**config.mk**
```make
export PLATFORM = sky130hd
export DESIGN_NAME = selftest_ctrl
export DESIGN_NICKNAME = d
export VERILOG_FILES = /design/src/rtl/selftest_ctrl.sv
export SDC_FILE = /design/constraint.sdc
export NUM_CORES = 1
export LEC_CHECK = 0
export ABC_AREA = 1
export BUFFER_PORTS_ARGS = -buffer_cell sky130_fd_sc_hd__buf_2
export CORE_UTILIZATION = 30
export CTS_BUF_LIST = sky130_fd_sc_hd__clkbuf_2 sky130_fd_sc_hd__clkbuf_4 sky130_fd_sc_hd__clkbuf_8
export CTS_CLUSTER_SIZE = 20
export DETAILED_ROUTE_END_ITERATION = 12
export GPL_TIMING_DRIVEN = 0
export SETUP_SLACK_MARGIN = 0.5
export SLEW_MARGIN = 20
export SYNTH_ARGS = -nofsm -noshare
export SYNTH_HDL_FRONTEND = slang
export SYNTH_SLANG_ARGS = --single-unit
```
**constraint.sdc**
```tcl
create_clock -name clk -period 4.6 [get_ports clk]
set_input_delay 0.23 -clock clk [delete_from_list [all_inputs] [get_ports clk]]
set_output_delay 0.23 -clock clk [all_outputs]
set_load 0.01 [all_outputs]
```
**src/rtl/selftest_ctrl.sv**
```systemverilog
module selftest_ctrl #(
  parameter int POR_CYCLES = 8,
  parameter logic [7:0] BTN_LED_INIT = 8'h88
) (
  input  logic       clk,
  input  logic [7:0] sw_a,
  input  logic [7:0] sw_b,
  input  logic [7:0] pad_in,
  output logic [6:0] seg_a,
  output logic [6:0] seg_b,
  output logic [7:0] led_out,
  output logic       led_oe
);

  localparam int PW = $clog2(POR_CYCLES + 1);
  localparam logic [6:0] DARK = 7'h7F;

  typedef enum logic [1:0] {M_CNT, M_SW, M_BTN} mode_t;

  logic [PW-1:0] por_cnt = '0;
  logic          por_busy;
  logic [7:0]    cnt = '0;
  logic [6:0]    seg_a_q = DARK;
  logic [6:0]    seg_b_q = DARK;
  logic [7:0]    led_q = 8'hFF;
  logic          oe_q = 1'b0;
  mode_t         mode;

  function automatic logic [6:0] glyph(input logic [3:0] v);
    logic [6:0] on;
    case (v)
      4'h0: on = 7'h3F; 4'h1: on = 7'h06; 4'h2: on = 7'h5B; 4'h3: on = 7'h4F;
      4'h4: on = 7'h66; 4'h5: on = 7'h6D; 4'h6: on = 7'h7D; 4'h7: on = 7'h07;
      4'h8: on = 7'h7F; 4'h9: on = 7'h6F; 4'hA: on = 7'h77; 4'hB: on = 7'h7C;
      4'hC: on = 7'h39; 4'hD: on = 7'h5E; 4'hE: on = 7'h79; default: on = 7'h71;
    endcase
    return ~on;
  endfunction

  function automatic logic [4:0] unglyph(input logic [6:0] s);
    logic [4:0] r;
    r = '0;
    for (int i = 0; i < 16; i++)
      if (glyph(4'(i)) == s) r = {1'b1, 4'(i)};
    return r;
  endfunction

  assign por_busy = (por_cnt != PW'(POR_CYCLES));

  always_comb begin
    if (sw_a[0])      mode = M_CNT;
    else if (sw_b[0]) mode = M_SW;
    else              mode = M_BTN;
  end

  logic [4:0] dec_a, dec_b;
  logic [7:0] sw_led;
  assign dec_a = unglyph(sw_a[7:1]);
  assign dec_b = unglyph(sw_b[7:1]);

  always_comb begin
    if (dec_a[4] && dec_b[4])
      sw_led = ~{dec_a[3], dec_b[3], dec_a[2], dec_b[2],
                 dec_a[1], dec_b[1], dec_a[0], dec_b[0]};
    else
      sw_led = 8'h00;
  end

  always_ff @(posedge clk) begin
    if (por_busy) begin
      por_cnt <= por_cnt + 1'b1;
      cnt     <= '0;
      seg_a_q <= DARK;
      seg_b_q <= DARK;
      led_q   <= 8'hFF;
      oe_q    <= 1'b0;
    end else begin
      cnt <= cnt + 1'b1;
      case (mode)
        M_CNT: begin
          seg_a_q <= glyph(cnt[7:4]);
          seg_b_q <= glyph(cnt[3:0]);
          led_q   <= {led_q[6:0], led_q[7]};
          oe_q    <= 1'b1;
        end
        M_SW: begin
          seg_a_q <= sw_a[7:1];
          seg_b_q <= sw_b[7:1];
          led_q   <= sw_led;
          oe_q    <= 1'b1;
        end
        default: begin
          seg_a_q <= {2'b11, pad_in[7], pad_in[5], 1'b1, pad_in[3], pad_in[1]};
          seg_b_q <= {2'b11, pad_in[6], pad_in[4], 1'b1, pad_in[2], pad_in[0]};
          led_q   <= BTN_LED_INIT;
          oe_q    <= 1'b0;
        end
      endcase
    end
  end

  assign seg_a   = seg_a_q;
  assign seg_b   = seg_b_q;
  assign led_out = led_q;
  assign led_oe  = oe_q;

endmodule

```
==> reports/summary.txt, run 1 <==
Clock Path Buffers - 2
Placed Area - 0.00327 sq mm
Crit path max-delay cell type - nor3_1
Largest cells by area after synthesis - dfxtp_1, nand2_1, ha_1, nor2_1, inv_1
H-tree depth - 2
Port-buffer cells - 47
Status - complete, no violations
RSZ-0062 raised after global routing - false
CTS Buf Count - 5
Post-synth EDFFs - 4
Synth Area in Adders - 7.40%
Worst Skew - 0.0109 ns
Height of the die - 99.9 microns
Overall routing resource usage - 14.9%
Seq/Total Area, Yosys - 35.5%
CP peak stage delay - 0.53 ns
Peak Freq - 0.425 GHz
Unique cell type count in the Yosys netlist - 33
Hold-fix buffers, CTS - 0
Clk Latency, worst-skew pair - 0.31 ns
Largest family of logic cells by synthesized area - simple AND/OR/NAND/NOR gates
Setup CP Type - register to register
Crit Path Max Fanout - 7
Multi-input logic area - 0.00161 sq mm
Max-cap violations - 0
First-pass GRT wire length - 11.9 mm
Prevailing post-synth register cell - dfxtp_1
Pwr dens - 234 mW/mm^2
DRT Pass-1 Iters - 4
Root Buffer - clkbuf_8
GP Congestion - 0.869
Complex-gate fraction of the synthesized area - 10.4%
Clock transition at path regs - 0.09 ns
Top cells by count, synth - nand2_1, nor2_1, inv_1
Post-CTS setup buffers - 0
Initial DRC count - 119
Period utilization - 51.2%
Post-route minimum period - 2.36 ns
Clock Sinks - 49
Via count - 2725
TritonCTS clock tree - yes
Fin. Hold Viols - 0
Layout Nets - 519
Post-synthesis async set-or-reset flop share - 0%
Synth Area in XOR/XNOR - 0.914%
Top-area cell type share of the netlist area - 31.3%
Critical path data arrival time - 2.55 ns
Warnings from Yosys - 0
Crit path top cell by count - inv_1
Initial Util - 31.1%
Rel. slew slack - 45.1%
Total grt overflow - 0
Required time worst endpoint - 4.79 ns
Full die area - 0.00998 sq mm
I/O Pins - 48
Register area - 0.00102 sq mm
Avg WL per Cell - 11.5 microns
Sequence of cells on the critical path - inv_1 -> ha_1 -> inv_1 -> nor2_1 -> nand2_2 -> nor3_1 -> inv_1 -> ha_1 -> o21ai_0 -> o21ai_1
Floorplan row count - 35
Critical Path Sink Type - register
Dpl hpwl - 5.58 mm
Post-Route WL - 6.97 mm
FILL cells - 998
Number of global-route vias before repair - 2616
Setup TNS - 0 ns
Area Overhead vs Synth - 17.2%
Post-Synth Simple-Gate Area - 37.3%
Die Wd - 99.9 microns
Mux share of post-synthesis cell area - 0%
Slew @ Worst Pin - 0.820 ns
Hold path depth - 3
Setup-failing EPs final - 0
Design area - 0.00337 sq mm
Maximum VDD drop - 0.0962 mV
DRC - 0
Largest net degree at the start of global routing - 15
R2r worst-path depth - 10
Final Max Slew Viols - 0
Mapped Cells - 423
Initial antenna violation count - 0
Number of diodes - 0
Synthesized Nets - 465
Final ANT Viol Nets - 0
P_leak - 1.52 nW
Layout cells sized above 1 - 19.9%
Post-synthesis register bit count - 49
Most numerous cell in the Yosys netlist - nand2_1
Startpoint Class - register
Cell Area, Synth - 0.00287 sq mm
Via-to-Cell Ratio - 4.49
Post_cts resized - 0
Synth area leader - dfxtp_1
Core ar. - 0.00924 sq mm
Min-Delay Path Class - primary input to register
Syn_area_per_cell - 6.79 sq um
Total Power - 0.000789 W
power breakdown:
group	switching (W)	leakage (nW)	internal, W
registers	0.00000162	0.412	0.000432
logic	0.0000519	1.05	0.0000279
clock network	0.000141	0.0523	0.000135
total	0.000194	1.52	0.000595
final timing paths:
kind / start / end / slack, ns
worst max-delay path: por_cnt[0] / register / 2.24
worst min-delay path: pad_in[6] / seg_b[4] / 0.13
worst max register to register: por_cnt[0] / register / 2.24
worst min register to register: led_out[3] / led_out[4] / 0.48
area by class of cell:
type,count,area share (%)
inverters,57,6.43
flip-flops and latches,49,30.3
well taps,129,4.79
repair buffers,47,6.98
multi-input cells,311,47.8
plain buffers,6,0.780
clock buffers,8,2.90
layout by cell type, fill, tap and decap left out, types with 6 or more instances in the layout:
cell type  Yosys  final
o21ai_0       17     17
a21oi_1       17     17
ha_1          17     17
inv_1         48     48
nand2_1      126    126
dfxtp_1       45     45
clkbuf_8       0      6
buf_2          0     47
o21ai_1        8      8
o22ai_1        9      9
inv_2          8      8
nor2_2         6      6
nand3_1       16     16
nor2_1        54     54
nand3_2        6      6
nand2_2        6      6
critical path, delay by kind of cell, from the launching register on:
kind	cells	cell delay, ns
AOI/OAI and AO/OA	2	0.24
adders and majority gates	2	0.46
buffers and inverters	3	0.34
DFF	1	0.43
and+or+nand+nor	3	0.77
per-stage QoR:
stage	instances	utilization (%)	setup WS, ns	hold WS [ns]
2_1_floorplan	423	-	2.59	0.343
3_3_place_gp	599	35.4	2.29	0.429
3_5_place_dp	599	35.4	2.26	0.436
4_1_cts	607	36.5	2.24	0.123
5_1_grt	607	36.5	1.96	0.123
6_report	607	36.5	2.24	0.126
per-layer routing:
layer  GRT usage [%]  vias up  wire, microns
met5               0        -              0
met2            26.0       74           3290
li1                -     1449              -
met3            2.51        5            352
met4            3.51        0             55
met1            19.1     1197           3270
cell families after synthesis:
group / after synthesis
AOI/OAI and AO/OA: 55
xor gates and xnor gates: 3
adders and majority gates: 17
buffers and inverters: 63
DFF: 49
and+or+nand+nor: 236
Power figures use the tool's default switching activity.
==> run 2, diff against run 1 <==
Clock period 4.6 ns to 2.1 ns, I/O delays scaled along.
==> run 2 against run 1 <==
  * Combinational power up 130%
  * Largest power group unchanged
  * Highest routed layer unchanged
  * Hold slack worse by 0.12 ns
  * Wire length up 14%
  * Die area unchanged
  * Clock skew down 0.0021 ns
  * Maximum frequency up 25%
  * Global-route usage up 1.3 points
==> reports/summary.txt, run 2 (synthesis results as in run 1) <==
Crit Path Max Fanout - 6
Critical Path Sink Type - register
I/O Pins - 48
Worst Skew - 0.00882 ns
P_leak - 1.74 nW
Startpoint Class - register
Setup TNS - 0 ns
Register share of total power - 49.0%
Fin. Hold Viols - 0
Hold path depth - 3
Sw Ratio - 23.5%
Required time worst endpoint - 2.31 ns
Largest net degree at the start of global routing - 16
Avg WL per Cell - 12.7 microns
Via-to-Cell Ratio - 4.58
Min-Delay Path Class - primary input to register
Slew @ Worst Pin - 0.867 ns
Initial DRC count - 106
P_sw - 0.000456 W
Status - complete, no violations
Rel. slew slack - 42.0%
Dpl cells - 599
Dpl hpwl - 5.75 mm
DRT Pass-1 Iters - 4
Root Buffer - clkbuf_8
Peak Freq - 0.530 GHz
Full die area - 0.00998 sq mm
Via count - 2880
Worst setup path startpoint - por_cnt[0]
Most common cell after layout, fill and taps aside - nand2_1
Period utilization - 89.9%
Floorplan row count - 35
Number of global-route vias before repair - 2835
Port-buffer cells - 47
Area Overhead vs Synth - 35.4%
Layout Cells excl Fill - 629
Height of the die - 99.9 microns
Clock Sinks - 49
Setup-failing EPs final - 0
Layout cells sized above 1 - 32.2%
Proportion of power drawn by combinational gates - 9.3%
Post-route minimum period - 1.89 ns
GP Congestion - 0.881
Clk pwr share - 41.7%
Initial antenna violation count - 0
Clock Path Buffers - 2
Pwr dens - 498 mW/mm^2
Clock transition at path regs - 0.10 ns
Clk Latency, worst-skew pair - 0.31 ns
Die Wd - 99.9 microns
Final ANT Viol Nets - 0
Number of diodes - 0
Setup CP Type - register to register
Critical path data arrival time - 2.10 ns
Initial Util - 31.1%
Final Max Slew Viols - 0
First-pass GRT wire length - 13.0 mm
TritonCTS clock tree - yes
Pint - 0.00148 W
Overall routing resource usage - 16.2%
Layout Nets - 541
Reg2reg start - por_cnt[0]
DRC - 0
RSZ-0062 raised after global routing - true
H-tree depth - 2
CTS Buf Count - 5
R2r worst-path depth - 13
Maximum VDD drop - 0.325 mV
Core ar. - 0.00924 sq mm
Post-Route WL - 7.97 mm
Total grt overflow - 0
Worst reg-to-reg setup slack - 0.21 ns
Max-cap violations - 0
Most frequent cells in the layout - nand2_1, buf_2, nor2_1, dfxtp_1, inv_1
==> run 2: cell types whose count changed in the layout (fill, tap and decap cells not counted), sizes merged <==
| cell | change |
|---|---|
| clkinv | +1 |
| buf | +20 |
| bufinv | +2 |
| clkbuf | -3 |
| dlygate4sd3 | +2 |
==> run 2: critical path, stage by stage, from the launching register on <==
cell,delay [ns]
edfxtp_1,0.42
inv_2,0.10
ha_4,0.12
inv_2,0.04
nor2_4,0.11
nand2_4,0.12
buf_12,0.16
nor2_4,0.16
inv_4,0.07
ha_4,0.21
nand2_2,0.06
nand2_2,0.06
a21oi_2,0.11
nor2_1,0.05
==> run 2: metal layers <==
layer,up-vias,track usage [%],share of wire [%]
met3,8,2.65,4.0
li1,1491,-,-
met4,0,3.39,1.0
met2,67,28.6,48
met1,1314,20.7,47
met5,-,0,0
==> run 2: worst min-delay path by stage <==
stage               startpoint  endpoint
floorplan            pad_in[1]  seg_a[0]
global placement     pad_in[6]  seg_b[4]
detailed placement   pad_in[5]  seg_a[3]
CTS                  pad_in[3]  seg_a[1]
global route         pad_in[4]  seg_b[3]
finish               pad_in[6]  seg_b[4]
==> run 2: final cells by class <==
type	instances	area (sq um)
clock inverters	3	65.1
fillers	919	5350
well taps	129	161
repair buffers	69	449
multi-input cells	311	1860
plain buffers	6	28.8
inverters	57	236
flip-flops and latches	49	1020
clock buffers	5	68.8
==> run 2: power by group through the flow <==
stage	Sequential (W)	Combinational (W)	Clock (W)
after floorplan	0.000975	0.0000987	0
after global placement	0.000971	0.000178	0
after detailed placement	0.000972	0.000178	0
after CTS	0.000950	0.000182	0.000818
after global routing	0.000951	0.000204	0.000853
final	0.000950	0.000181	0.000808
==> run 2: what timing repair did <==
item | CTS | global route
setup buffers | 16 | 4
cloned | 0 | 0
setup endpoints to repair | 38 | 20
gates resized for setup | 32 | 37
hold buffers | 2 | 0
pin swaps | 14 | 22
hold endpoints to repair | 2 | 0
==> run 2: per-stage QoR <==
stage          hold WS, ns  power, W  util [%]  worst slack [ns]  instance area (sq um)
6_report           0.00737   0.00194      42.1             0.212                   3890
5_1_grt             0.0106   0.00201      42.1             0.103                   3890
4_1_cts            0.00220   0.00195      40.1             0.260                   3710
3_5_place_dp         0.316   0.00115      35.8            0.0664                   3310
3_3_place_gp         0.307   0.00115      35.8            0.0746                   3310
2_1_floorplan        0.218   0.00107         -             0.300                   2910
